**config.mk**
```make
export PLATFORM = sky130hd
export DESIGN_NAME = uart_byte_rx
export DESIGN_NICKNAME = d
export VERILOG_FILES = /design/src/rtl/uart_rx_pkg.sv /design/src/rtl/uart_rx_sync.sv /design/src/rtl/uart_rx_bit_timer.sv /design/src/rtl/uart_rx_shifter.sv /design/src/rtl/uart_byte_rx.sv
export SDC_FILE = /design/constraint.sdc
export NUM_CORES = 1
export LEC_CHECK = 0
export ABC_AREA = 1
export CAP_MARGIN = 40
export CORE_UTILIZATION = 58
export DETAILED_ROUTE_END_ITERATION = 8
export DONT_BUFFER_PORTS = 1
export HOLD_SLACK_MARGIN = 0.08
export PLACE_DENSITY = 0.84
export SETUP_SLACK_MARGIN = 0.5
export SYNTH_ARGS = -nofsm -noshare
export SYNTH_HDL_FRONTEND = slang
export SYNTH_SLANG_ARGS = --single-unit
export TNS_END_PERCENT = 30
```
**constraint.sdc**
```tcl
create_clock -name clk -period 3.5 [get_ports clk]
set_clock_uncertainty 0.2 [all_clocks]
set_input_delay 0 -clock clk [delete_from_list [all_inputs] [get_ports clk]]
set_output_delay 0 -clock clk [all_outputs]
set_load 0.02 [all_outputs]
```
**src/rtl/uart_rx_pkg.sv**
```systemverilog
package uart_rx_pkg;

   typedef enum logic [2:0] {
      RX_IDLE  = 3'd0,
      RX_START = 3'd1,
      RX_DATA  = 3'd2,
      RX_STOP  = 3'd3,
      RX_HAND  = 3'd4
   } rx_state_t;

   // clock cycles per serial bit
   function automatic int unsigned bit_cycles(input int unsigned mhz, input int unsigned baud);
      return (mhz * 1000000) / baud;
   endfunction

endpackage

```
**src/rtl/uart_rx_sync.sv**
```systemverilog
module uart_rx_sync #(
   parameter int unsigned STAGES = 2
) (
   input  logic clk,
   input  logic rst_n,
   input  logic din,
   output logic line_s,
   output logic fall_p
);

   logic [STAGES-1:0] chain_q;
   logic              prev_q;

   generate
      if (STAGES < 2) begin : g_bad_stages
         $error("uart_rx_sync: STAGES must be at least 2");
      end
   endgenerate

   // line idles high, so the chain resets to ones
   always_ff @(posedge clk or negedge rst_n) begin
      if (!rst_n) begin
         chain_q <= '1;
         prev_q  <= 1'b1;
      end else begin
         chain_q <= {chain_q[STAGES-2:0], din};
         prev_q  <= chain_q[STAGES-1];
      end
   end

   assign line_s = chain_q[STAGES-1];
   assign fall_p = prev_q & ~chain_q[STAGES-1];

   // a falling edge lasts one cycle only
   assert_fall_single_R2 : assert property (@(posedge clk) disable iff (!rst_n)
      fall_p |=> !fall_p);

endmodule

```
**src/rtl/uart_rx_bit_timer.sv**
```systemverilog
module uart_rx_bit_timer #(
   parameter int unsigned BIT_CYC = 434
) (
   input  logic clk,
   input  logic rst_n,
   input  logic run,
   input  logic clear,
   output logic mid_hit,
   output logic end_hit,
   output logic half_end
);

   localparam int unsigned HALF = BIT_CYC / 2;
   localparam int unsigned CW   = $clog2(BIT_CYC);

   logic [CW-1:0] cnt_q;

   always_ff @(posedge clk or negedge rst_n) begin
      if (!rst_n) begin
         cnt_q <= '0;
      end else if (!run || clear || end_hit) begin
         cnt_q <= '0;
      end else begin
         cnt_q <= cnt_q + 1'b1;
      end
   end

   assign mid_hit  = (cnt_q == CW'(HALF));
   assign end_hit  = (cnt_q == CW'(BIT_CYC - 1));
   assign half_end = (cnt_q == CW'(HALF - 1));

   assert_cnt_bound_R3 : assert property (@(posedge clk) disable iff (!rst_n)
      cnt_q <= CW'(BIT_CYC - 1));

endmodule

```
**src/rtl/uart_rx_shifter.sv**
```systemverilog
module uart_rx_shifter #(
   parameter int unsigned WIDTH = 8
) (
   input  logic             clk,
   input  logic             rst_n,
   input  logic             start,
   input  logic             sample,
   input  logic             bit_end,
   input  logic             bit_in,
   output logic [WIDTH-1:0] data,
   output logic             last_bit
);

   localparam int unsigned IW = $clog2(WIDTH);

   logic [IW-1:0]    idx_q;
   logic [WIDTH-1:0] data_q;

   generate
      if (WIDTH < 2) begin : g_bad_width
         $error("uart_rx_shifter: WIDTH must be at least 2");
      end
   endgenerate

   always_ff @(posedge clk or negedge rst_n) begin
      if (!rst_n) begin
         idx_q <= '0;
      end else if (start) begin
         idx_q <= '0;
      end else if (bit_end) begin
         idx_q <= idx_q + 1'b1;
      end
   end

   // earliest bit ends up in bit 0
   always_ff @(posedge clk or negedge rst_n) begin
      if (!rst_n) begin
         data_q <= '0;
      end else if (sample) begin
         data_q <= {bit_in, data_q[WIDTH-1:1]};
      end
   end

   assign data     = data_q;
   assign last_bit = (idx_q == IW'(WIDTH - 1));

endmodule

```
**src/rtl/uart_byte_rx.sv**
```systemverilog
module uart_byte_rx
   import uart_rx_pkg::*;
#(
   parameter int unsigned CLK_MHZ = 50,
   parameter int unsigned BAUD    = 115200
) (
   input  logic       clk,
   input  logic       rst_n,
   input  logic       rx_line,
   output logic [7:0] out_data,
   output logic       out_valid,
   input  logic       out_ready
);

   localparam int unsigned BIT_CYC   = bit_cycles(CLK_MHZ, BAUD);
   localparam int unsigned DATA_BITS = 8;
   localparam int unsigned SYNC_LEN  = 2;

   generate
      if (BIT_CYC < 4) begin : g_bad_rate
         $error("uart_byte_rx: clock too slow for the chosen baud rate");
      end
   endgenerate

   rx_state_t state_q, state_d;
   logic line_s, fall_p;
   logic mid_hit, end_hit, half_end;
   logic last_bit;
   logic run, clear, sample, bit_end, start;

   uart_rx_sync #(.STAGES(SYNC_LEN)) u_sync (
      .clk    (clk),
      .rst_n  (rst_n),
      .din    (rx_line),
      .line_s (line_s),
      .fall_p (fall_p)
   );

   always_comb begin
      state_d = state_q;
      unique case (state_q)
         RX_IDLE:  if (fall_p)              state_d = RX_START;
         RX_START: if (end_hit)             state_d = RX_DATA;
         RX_DATA:  if (end_hit && last_bit) state_d = RX_STOP;
         RX_STOP:  if (half_end)            state_d = RX_HAND;
         RX_HAND:  if (out_ready)           state_d = RX_IDLE;
         default:                           state_d = RX_IDLE;
      endcase
   end

   always_ff @(posedge clk or negedge rst_n) begin
      if (!rst_n) state_q <= RX_IDLE;
      else        state_q <= state_d;
   end

   assign run     = (state_q == RX_START) || (state_q == RX_DATA) || (state_q == RX_STOP);
   assign clear   = (state_d != state_q);
   assign sample  = (state_q == RX_DATA) && mid_hit;
   assign bit_end = (state_q == RX_DATA) && end_hit;
   assign start   = (state_q == RX_IDLE) && fall_p;

   uart_rx_bit_timer #(.BIT_CYC(BIT_CYC)) u_timer (
      .clk      (clk),
      .rst_n    (rst_n),
      .run      (run),
      .clear    (clear),
      .mid_hit  (mid_hit),
      .end_hit  (end_hit),
      .half_end (half_end)
   );

   uart_rx_shifter #(.WIDTH(DATA_BITS)) u_shift (
      .clk      (clk),
      .rst_n    (rst_n),
      .start    (start),
      .sample   (sample),
      .bit_end  (bit_end),
      .bit_in   (line_s),
      .data     (out_data),
      .last_bit (last_bit)
   );

   assign out_valid = (state_q == RX_HAND);

   assert_hold_stable_R7 : assert property (@(posedge clk) disable iff (!rst_n)
      (out_valid && !out_ready) |=> (out_valid && $stable(out_data)));

   assert_release_R8 : assert property (@(posedge clk) disable iff (!rst_n)
      (out_valid && out_ready) |=> !out_valid);

endmodule

```
==> results_dict.tcl <==
set metrics [dict create \
    port_buffers 0 \
    wl_per_cell_um 12.4 \
    place_area_um2 1330 \
    fin_area_um2 1480 \
    cp.depth 5 \
    grt-ovfl-total 0 \
    synthToLayoutAreaGrowth_pct 12.4 \
    rows 16 \
    drive_above_1_share_pct 15.1 \
    design.core.area_um2 2040 \
    grt_max_degree 24 \
    dieWidth_um 49.6 \
    initial_core_util_pct 64.3 \
    avgSynthCellArea_um2 8.81 \
    synth_flop_cell "dfrtp_1" \
    fmax_mhz 487 \
    critPathLaunchType "primary input" \
    gp_congestion 0.800 \
    hp-class "reg2reg" \
    grt_util_met1_pct 28.3 \
    fin_crit_sh_pct 58.7 \
    yosys.cell_count.top_type "nand2_1" \
    cts_tree "built" \
    synth_commonest_cells "nand2_1, nor2_1, dfrtp_1" \
    setup_ws_ps 1450 \
    dr_total_vias 962 \
    arrival_ps 2400 \
    worstPathMaxFanout 12 \
    dp_hpwl_mm 1.62 \
    die-area_um2 2460 \
    via_per_inst 5.17 \
    nets 169 \
    cp_top_family "buffers and inverters" \
    rsz0062_at_grt "false" \
    cp_cell_sequence "dlygate4sd3_1 > dlygate4sd3_1 > buf_12 > dlygate4sd3_1 > buf_8" \
    ys_top_cells_by_area "dfrtp_1, nand2_1, nor2_1" \
    cts_root_buffer "clkbuf_4" \
    routed_wl_mm 2.31 \
    async_flop_share_pct 100 \
    grt_pass1_vias 958 \
    final-hold-violation-count 0 \
    ios 13 \
    p_per_area_nw_per_um2 489 \
    p_leak_nw 0.704 \
    cap_viol_max_count 0 \
    synth_edf_count 0 \
    grt_pass1_wl_mm 4.11 \
    cts_sinks 26 \
    htree_levels 1 \
    yosysUniqueCellTypes 23 \
    final_max_slew_viol_count 0 \
    grt_usage_pct 21.9 \
    dp_slack_ps 1850 \
    fin_setup_tns_ps 0 \
    post_cts_buffers 0 \
    ys_seq_elements 26 \
    insertion_delay_ps 320 \
    cp.required_ps 3850 \
    drtIter0Drc 39 \
    max_stage_delay_ps 910 \
    ant_nets 0 \
    syn-num-nets 158 \
    switching_share_pct 29.1 \
    power_frac_comb_pct 19.7 \
    drc_errors 0 \
    internal_power_mw 0.512 \
    drtPass1Iterations 4 \
    vdd_drop_max_mv 0.395 \
    slowest_stage "dlygate4sd3_1" \
    chipHeight_um 49.6 \
    period_needed_ps 2050 \
    power_frac_seq_pct 52.3 \
    p_sw_mw 0.210 \
    netlist.area_leader.share_pct 43.9 \
    tightest_slew_ps 575 \
    clock_power_share_pct 28.0 \
    fill_cells 153 \
    slew_headroom_pct 61.6 \
    synth_top_area_cell "dfrtp_1" \
    syn-cell-area_um2 1310 \
    reg2reg_depth 7 \
    end_kind "asynchronous set/reset pin" \
    antennaDiodeCount 0 \
    synth_seq_area_share_pct 49.9 \
    numCtsBuffers 3 \
    grt.met2_usage_pct 36.7 \
    setup_violations 0 \
    crit_top_cell "dlygate4sd3_1" \
    total_power_mw 0.722 \
    met3_usage_pct 3.40 \
    crit_type "in2async" \
    critPathBufInv 5 \
    busiest_layer "met2" \
    yosysWarnings 0 \
    clock_path_buffers 2 \
    syn_inst 149 \
    status "finished clean" \
    min_path_cells 0 \
    antenna_found_initial 0 \
    cts.clk_slew.worst_paths_ps 140 \
]
final timing paths:
kind | startpoint | end | slack, ps
worst max-delay path | rst_n | u_timer.cnt_q[0] | 1450
worst min-delay path | u_sync.chain_q[0] | u_sync.chain_q[1] | 170
worst max register to register | u_timer.cnt_q[1] | u_shift.data[6] | 1880
worst min register to register | u_sync.chain_q[0] | u_sync.chain_q[1] | 170
max in group clk | state_q[0] | out_valid | 1840
min in group asynchronous | rst_n | u_sync.chain_q[0] | 550
worst register-to-register path: cells and delay by family, from the launching register on:
kind,cells,cell delay (ps)
AND/OR/NAND/NOR,4,600
flip-flops,1,420
adder cells (fa/ha/maj),1,180
buffers and inverters,1,80
AO/OA/AOI/OAI,1,40
cell type report:
| type | instances | area [um^2] | area share, % |
|---|---|---|---|
| timing repair buffer | 8 | 95.1 | 6.45 |
| multi-input combinational | 100 | 561 | 38.0 |
| clock inverter | 1 | 30.0 | 2.04 |
| tap | 27 | 33.8 | 2.29 |
| inverter | 21 | 78.8 | 5.34 |
| sequential | 26 | 654 | 44.4 |
| clock buffer | 3 | 22.5 | 1.53 |
placed cells by master, fill, tap and decap left out, types with 3 or more instances in the layout:
cell and count:
clkbuf_4 3, o21ai_2 5, dfstp_2 3, nand4_1 4, nand3_1 13, inv_1 21
dlygate4sd3_1 6, a21oi_2 3, dfrtp_1 23, ha_1 5, nor2_1 25, nand2_1 32
metrics by stage:
step	utilization (%)	cells	hold slack, ps
after floorplan	-	149	-496
after global placement	65.0	174	-495
after detailed placement	65.0	174	-495
after CTS	71.5	185	167
after global routing	72.2	186	177
final	72.2	186	172
power by group through the flow:
stage                     Clock [mW]  Sequential (mW)  Combinational, mW
final                          0.202            0.377              0.142
after global placement             0            0.379              0.122
after global routing           0.223            0.384              0.162
after CTS                      0.206            0.377              0.140
after detailed placement           0            0.382              0.126
after floorplan                    0            0.373              0.109
per-layer routing:
metal,wire length (um),share of wire [%],vias up
met5,0,0,-
met4,24,1.0,0
met3,81,3.5,2
met2,1160,50,26
met1,1050,45,449
li1,-,-,485
registers in the layout, summed over array words and instances, names as in the netlist:
name and cells:
state_q 3, u_sync.prev_q 1, u_sync.chain_q 2, u_timer.cnt_q 9, u_shift.data 8, u_shift.idx_q 3
logic make-up (layout without fill, tap and decap cells):
family	Yosys count	in the layout	synth area share, %
AO/OA/AOI/OAI	10	10	6.48
XOR/XNOR	4	4	2.67
flip-flops	26	26	49.9
AND/OR/NAND/NOR	81	81	28.8
buffers and inverters	23	33	7.44
adder cells (fa/ha/maj)	5	5	4.77
timing repair:
| action | 4_1_cts | 5_1_grt |
|---|---|---|
| resized for setup | 0 | 0 |
| hold endpoints to repair | 37 | 0 |
| hold buffers | 7 | 0 |
No activity file was read; power rests on OpenSTA's default activity.
